### src/rtl/afilt_pkg.sv
package afilt_pkg;

    localparam int unsigned ADDR_BYTES  = 6;
    localparam int unsigned ADDR_W      = 8 * ADDR_BYTES;
    localparam int unsigned WORD_W      = 32;
    localparam int unsigned HASH_IDX_W  = 6;
    localparam int unsigned HASH_BITS   = 1 << HASH_IDX_W;
    localparam int unsigned CRC_W       = 32;
    localparam logic [CRC_W-1:0] CRC_POLY = 32'h04C1_1DB7;
    localparam logic [CRC_W-1:0] CRC_INIT = '1;
    localparam int unsigned CNT_W       = $clog2(ADDR_BYTES + 1);

    typedef enum logic [2:0] {
        SEL_STA_LO  = 3'd0,
        SEL_STA_HI  = 3'd1,
        SEL_HASH_LO = 3'd2,
        SEL_HASH_HI = 3'd3,
        SEL_MODE    = 3'd4
    } reg_sel_e;

    typedef struct packed {
        logic bcast_rej;
        logic hash_en;
        logic all_group;
        logic take_all;
    } mode_t;

    typedef struct packed {
        logic [ADDR_W-1:0]    station;
        logic [HASH_BITS-1:0] table_bits;
        mode_t                mode;
    } cfg_t;

    function automatic logic [CRC_W-1:0] crc_step_byte(
        input logic [CRC_W-1:0] crc_in,
        input logic [7:0]       data
    );
        logic [CRC_W-1:0] c;
        c = crc_in;
        for (int i = 0; i < 8; i++) begin
            if (c[CRC_W-1] ^ data[i])
                c = {c[CRC_W-2:0], 1'b0} ^ CRC_POLY;
            else
                c = {c[CRC_W-2:0], 1'b0};
        end
        return c;
    endfunction

    function automatic logic verdict(
        input cfg_t              cfg,
        input logic [ADDR_W-1:0] dst,
        input logic              table_hit
    );
        logic v;
        if (cfg.mode.take_all)
            v = 1'b1;
        else if (&dst)
            v = ~cfg.mode.bcast_rej;
        else if (dst[0])
            v = cfg.mode.all_group | (cfg.mode.hash_en & table_hit);
        else
            v = (dst == cfg.station);
        return v;
    endfunction

endpackage

### src/rtl/afilt_regs.sv
module afilt_regs
    import afilt_pkg::*;
(
    input  logic              clk,
    input  logic              rst,
    input  logic              wr_en,
    input  logic [2:0]        wr_sel,
    input  logic [WORD_W-1:0] wr_data,
    output cfg_t              cfg
);
    localparam int unsigned HI_W = ADDR_W - WORD_W;

    cfg_t cfg_q;

    always_ff @(posedge clk) begin
        if (rst) begin
            cfg_q <= '0;
        end else if (wr_en) begin
            unique case (reg_sel_e'(wr_sel))
                SEL_STA_LO:  cfg_q.station[WORD_W-1:0]         <= wr_data;
                SEL_STA_HI:  cfg_q.station[ADDR_W-1:WORD_W]    <= wr_data[HI_W-1:0];
                SEL_HASH_LO: cfg_q.table_bits[WORD_W-1:0]      <= wr_data;
                SEL_HASH_HI: cfg_q.table_bits[2*WORD_W-1:WORD_W] <= wr_data;
                SEL_MODE:    cfg_q.mode                        <= mode_t'(wr_data[$bits(mode_t)-1:0]);
                default: ;
            endcase
        end
    end

    assign cfg = cfg_q;
endmodule

### src/rtl/afilt_crc.sv
module afilt_crc
    import afilt_pkg::*;
(
    input  logic             clk,
    input  logic             rst,
    input  logic             rx_valid,
    input  logic             rx_sof,
    input  logic [7:0]       rx_byte,
    output logic [CRC_W-1:0] crc_nxt
);
    logic [CRC_W-1:0] crc_q;
    logic [CRC_W-1:0] crc_base;

    assign crc_base = rx_sof ? CRC_INIT : crc_q;
    assign crc_nxt  = crc_step_byte(crc_base, rx_byte);

    always_ff @(posedge clk) begin
        if (rst)
            crc_q <= CRC_INIT;
        else if (rx_valid)
            crc_q <= crc_nxt;
    end
endmodule

### src/rtl/afilt_decide.sv
module afilt_decide
    import afilt_pkg::*;
(
    input  logic              clk,
    input  logic              rst,
    input  logic              rx_valid,
    input  logic              rx_sof,
    input  logic              rx_eof,
    input  logic [7:0]        rx_byte,
    input  cfg_t              cfg_live,
    input  logic [CRC_W-1:0]  crc_nxt,
    output cfg_t              cfg_snap,
    output logic [ADDR_W-1:0] dst_addr,
    output logic              done,
    output logic              accept
);
    logic [CNT_W-1:0]      bcnt_q;
    logic [CNT_W-1:0]      slot;
    logic [ADDR_W-1:0]     addr_q;
    logic [ADDR_W-1:0]     addr_full;
    cfg_t                  snap_q;
    cfg_t                  cfg_eff;
    logic [HASH_IDX_W-1:0] hidx;
    logic                  hit;
    logic                  last;
    logic                  done_q;
    logic                  acc_q;

    assign slot = rx_sof ? '0 : bcnt_q;

    for (genvar b = 0; b < ADDR_BYTES; b++) begin : g_byte
        assign addr_full[8*b +: 8] =
            (rx_valid && slot == CNT_W'(b)) ? rx_byte : addr_q[8*b +: 8];
    end

    assign cfg_eff = (rx_valid && rx_sof) ? cfg_live : snap_q;
    assign hidx    = crc_nxt[CRC_W-1 -: HASH_IDX_W];
    assign hit     = cfg_eff.table_bits[hidx];
    assign last    = rx_valid && rx_eof;

    always_ff @(posedge clk) begin
        if (rst) begin
            bcnt_q <= '0;
            addr_q <= '0;
            snap_q <= '0;
            done_q <= 1'b0;
            acc_q  <= 1'b0;
        end else begin
            if (rx_valid) begin
                addr_q <= addr_full;
                bcnt_q <= (slot == CNT_W'(ADDR_BYTES)) ? slot : slot + 1'b1;
                if (rx_sof)
                    snap_q <= cfg_live;
            end
            done_q <= last;
            acc_q  <= last && verdict(cfg_eff, addr_full, hit);
        end
    end

    assign cfg_snap = snap_q;
    assign dst_addr = addr_q;
    assign done     = done_q;
    assign accept   = acc_q;
endmodule

### src/rtl/rx_addr_filter.sv
module rx_addr_filter
    import afilt_pkg::*;
(
    input  logic        clk,
    input  logic        rst,
    input  logic        cfg_wr_en,
    input  logic [2:0]  cfg_wr_sel,
    input  logic [31:0] cfg_wr_data,
    input  logic        rx_valid,
    input  logic        rx_sof,
    input  logic        rx_eof,
    input  logic [7:0]  rx_byte,
    output logic        filt_done,
    output logic        filt_accept
);
    cfg_t              cfg_live;
    cfg_t              cfg_snap;
    logic [CRC_W-1:0]  crc_nxt;
    logic [ADDR_W-1:0] dst_addr;

    afilt_regs u_regs (
        .clk     (clk),
        .rst     (rst),
        .wr_en   (cfg_wr_en),
        .wr_sel  (cfg_wr_sel),
        .wr_data (cfg_wr_data),
        .cfg     (cfg_live)
    );

    afilt_crc u_crc (
        .clk      (clk),
        .rst      (rst),
        .rx_valid (rx_valid),
        .rx_sof   (rx_sof),
        .rx_byte  (rx_byte),
        .crc_nxt  (crc_nxt)
    );

    afilt_decide u_dec (
        .clk      (clk),
        .rst      (rst),
        .rx_valid (rx_valid),
        .rx_sof   (rx_sof),
        .rx_eof   (rx_eof),
        .rx_byte  (rx_byte),
        .cfg_live (cfg_live),
        .crc_nxt  (crc_nxt),
        .cfg_snap (cfg_snap),
        .dst_addr (dst_addr),
        .done     (filt_done),
        .accept   (filt_accept)
    );
endmodule

### config.mk
export PLATFORM = sky130hd
export DESIGN_NAME = rx_addr_filter
export DESIGN_NICKNAME = d
export VERILOG_FILES = /design/src/rtl/afilt_pkg.sv /design/src/rtl/afilt_regs.sv /design/src/rtl/afilt_crc.sv /design/src/rtl/afilt_decide.sv /design/src/rtl/rx_addr_filter.sv
export SDC_FILE = /design/constraint.sdc
export NUM_CORES = 1
export LEC_CHECK = 0
export ABC_CLOCK_PERIOD_IN_PS = 4050
export CORE_MARGIN = 2
export CORE_UTILIZATION = 24
export CTS_BUF_LIST = sky130_fd_sc_hd__clkbuf_16
export CTS_CLUSTER_DIAMETER = 80
export DETAILED_ROUTE_END_ITERATION = 6
export GPL_ROUTABILITY_DRIVEN = 1
export PLACE_DENSITY = 0.46
export SYNTH_ARGS = -nofsm -noshare
export SYNTH_HDL_FRONTEND = slang
export SYNTH_SLANG_ARGS = --single-unit
### constraint.sdc
create_clock -name clk -period 4.05 [get_ports clk]
set_clock_uncertainty 0.05 [all_clocks]
set_input_delay 0.81 -clock clk [delete_from_list [all_inputs] [get_ports clk]]
set_output_delay 0.81 -clock clk [all_outputs]
set_load 0.02 [all_outputs]
==> results.md <==
- Result of the run: finished, final reports clean
- Worst endpoint data arrival time: 4.01 ns
- Crit Path Category: flip-flop to flip-flop
- Share of final-layout standard cells stronger than drive strength 1: 9.983%
- Post-CTS resize count: 0
- Width of the die: 246.4 µm
- Core utilization of the finished layout: 28.99%
- Clk Latency, worst-skew pair: 0.56 ns
- Row count: 88
- Relative contribution of the clock network to total power: 36.4%
- Max Root-Sink Buffers: 3
- Finished layout cell area: 0.01679 mm²
- Mean number of vias per cell: 4.496
- Number of antenna violations at the first check in global routing: 0
- FFs w/ async S/R, synth: 0%
- Endpoint required time on the critical path: 4.48 ns
- DP Cell Count: 2456
- Power density relative to cell area: 490.8 mW/mm²
- Maximum level of the CTS H-tree: 2
- Residual DRC: 0
- Final cycle utilization of the critical path: 88.27%
- Routed wire length: 43190 µm
- Combined global-route utilization of all metal layers: 14.25%
- Global-route wire length before repair: 66320 µm
- Top library cells by usage in the layout, fill and taps aside: sky130_fd_sc_hd__nand2_1 (390), sky130_fd_sc_hd__dfxtp_1 (317), sky130_fd_sc_hd__a21oi_1 (213)
- Total of hold buffers inserted after clock tree synthesis: 0
- Mapped Area: 0.01410 mm²
- Maximum fanout count along the critical path: 14
- Register bit total from synthesis: 317
- Primary flip-flop cell chosen by synthesis mapping: sky130_fd_sc_hd__dfxtp_1
- Clk pin slew, worst setup/hold paths: 0.06 ns
- Synthesis Warnings: 0
- Aggregate global routing overflow: 0
- Initial drt markers: 909
- Net count after synthesis: 1733
- Num Clock Sinks: 317
- Sw Share: 29.98%
- Cell-internal power: 5.769 mW
- Pin count of the biggest net entering global routing: 118
- Unrepaired setup endpoints after global routing: false
- Hold WC Path Type: flip-flop to flip-flop
- Most common cell after layout, fill and taps aside: sky130_fd_sc_hd__nand2_1
- Pins Over Slew Limit: 0
- Floorplan core area: 0.05792 mm²
- Root cell of the clock tree: sky130_fd_sc_hd__clkbuf_16
- NetSw: 2.471 mW
- Combinational power share: 23.5%
- Worst setup timing slack at the placement stage: -0.1160 ns
- Fill count: 6287
- Portion of the post-synthesis area used by sequential elements: 44.99%
- Final Worst Setup Slack: 0.4752 ns
- Post-layout nets: 1779
- Half-perimeter wire length of the detailed placement result: 30470 µm
- Sequential Power Share: 40.1%
- CTS tree: built
- Mean Syn Cell Area: 8.386 µm²
- Setup-violating endpoint count in the final report: 0
- Number of buffers created by CTS: 35
- Number of routed nets with antenna violations: 0
- Setup crit start kind: flip-flop
- Number of library cell types mapped by synthesis: 55
- Area of the die: 0.06073 mm²
- First-pass iteration count of the detailed router: 5
- Synthesized instance count: 1682
- Final critical-path required period: 3.575 ns
- Total count of hold-check failures in the final report: 0
- Kind of end point of the critical path: flip-flop
- I/O pins: 51
- Peak supply drop: 0.2922 mV
- Port buffer count: 50
- Average wire per standard cell: 17.15 µm
- Finished Layout Cells: 2518
- Worst hold slack: 0.4023 ns
- Starting Density: 24.35%
- Number of enable flip-flop cells after synthesis: 0
- Last weighted congestion value of the routability-driven placer: 0.8302
- Routed via count: 11322
- Vertical die dimension: 246.4 µm
- Via count of the first global-routing pass: 10874
- Achievable frequency: 279.7 MHz
- Post-synthesis to final-layout area growth: 19.03%
- DP Area: 0.01573 mm²
- Standby leakage power: 6.244 nW
- Worst slew margin relative to its limit: 28.66%
- Number of antenna diodes: 0
- Slew at the pin with the worst max-slew slack: 1.065 ns
- Max-Cap Viols: 0
- Setup repair bufs after CTS: 0
## metrics by stage
step | setup TNS, ns | power, mW
after floorplan | 0 | 4.630
after global placement | -0.06643 | 5.290
after detailed placement | -0.1160 | 5.306
after CTS | 0 | 8.333
after global routing | 0 | 8.648
final | 0 | 8.240
## critical path, cell delays in order, from the launching register on
cell                       delay [ns]
sky130_fd_sc_hd__dfxtp_1         0.32
sky130_fd_sc_hd__xnor2_1         0.38
sky130_fd_sc_hd__mux2_2          0.39
sky130_fd_sc_hd__xor2_1          0.16
sky130_fd_sc_hd__xnor2_2         0.82
sky130_fd_sc_hd__nand2b_1        0.26
sky130_fd_sc_hd__o32ai_1         0.36
sky130_fd_sc_hd__o21ai_0         0.15
sky130_fd_sc_hd__a32oi_1         0.28
sky130_fd_sc_hd__a41oi_1         0.15
sky130_fd_sc_hd__a21oi_1         0.17
## logic make-up (layout without fill, tap and decap cells)
family | after synthesis | after routing | share of synthesized area [%]
AOI/OAI and AO/OA | 270 | 270 | 10.61
xor gates and xnor gates | 141 | 141 | 8.853
adders and majority gates | 2 | 2 | 0.1774
buffers and inverters | 124 | 195 | 3.717
DFF | 317 | 317 | 44.99
muxes | 146 | 146 | 11.57
and+or+nand+nor | 682 | 682 | 20.08
## layer usage
| layer | track usage (%) | part of all wire, % | routed length (µm) | up-vias |
|---|---|---|---|---|
| met5 | 0 | 0 | 0 | - |
| met4 | 3.366 | 1.7 | 739 | 0 |
| met3 | 2.418 | 4.1 | 1782 | 40 |
| met2 | 21.97 | 44 | 18930 | 219 |
| met1 | 20.54 | 50 | 21740 | 5382 |
| li1 | - | - | - | 5681 |
## power by group through the flow
stage	registers, mW	logic, mW	clock network, mW
global placement	3.37	1.92	0
global route	3.32	2.11	3.22
detailed placement	3.37	1.93	0
floorplan	3.35	1.28	0
finish	3.31	1.93	3.00
CTS	3.31	1.95	3.08
## sequential cells by signal, summed over array words and instances (netlist names)
| signal | cells |
|---|---|
| u_crc.crc_q | 32 |
| u_dec.bcnt_q | 3 |
| u_regs.cfg | 116 |
| u_dec.accept | 1 |
| u_dec.dst_addr | 48 |
| u_dec.cfg_snap | 116 |
| u_dec.done | 1 |
## cells in the mapped netlist, types with 12 or more instances
cell type                    n  area share [%]
sky130_fd_sc_hd__mux4_2     13             2.1
sky130_fd_sc_hd__nor2b_1    17            0.75
sky130_fd_sc_hd__nand2_1   391              10
sky130_fd_sc_hd__clkbuf_1   85             2.3
sky130_fd_sc_hd__a21oi_1   213             7.6
sky130_fd_sc_hd__nor2_1    182             4.8
sky130_fd_sc_hd__mux2i_1   127             9.0
sky130_fd_sc_hd__dfxtp_1   317              45
sky130_fd_sc_hd__xnor2_1   114             7.1
sky130_fd_sc_hd__nand4_1    19            0.84
sky130_fd_sc_hd__buf_2      17            0.60
sky130_fd_sc_hd__buf_1      12            0.32
sky130_fd_sc_hd__xor2_1     26             1.6
sky130_fd_sc_hd__or2_2      22            0.98
## final cells by class
class	instances	area [µm²]	share of cell area (%)
clock inverter	27	182.7	1.088
inverter	3	11.26	0.06707
tap	765	957.2	5.701
sequential	317	6346	37.80
clock buffer	35	875.8	5.217
timing repair buffer	130	1146	6.827
multi-input combinational	1241	7269	43.30
## worst paths after layout
| check | start | end | slack [ns] | depth (start not counted) |
|---|---|---|---|---|
| worst max-delay path | u_crc.crc_q[28] | u_dec.accept | 0.48 | 10 |
| worst min-delay path | u_regs.cfg[77] | u_regs.cfg[77] | 0.40 | 2 |
| worst max register to register | u_crc.crc_q[28] | u_dec.accept | 0.48 | 10 |
| worst min register to register | u_regs.cfg[77] | u_regs.cfg[77] | 0.40 | 2 |
Power figures use the tool's default switching activity.
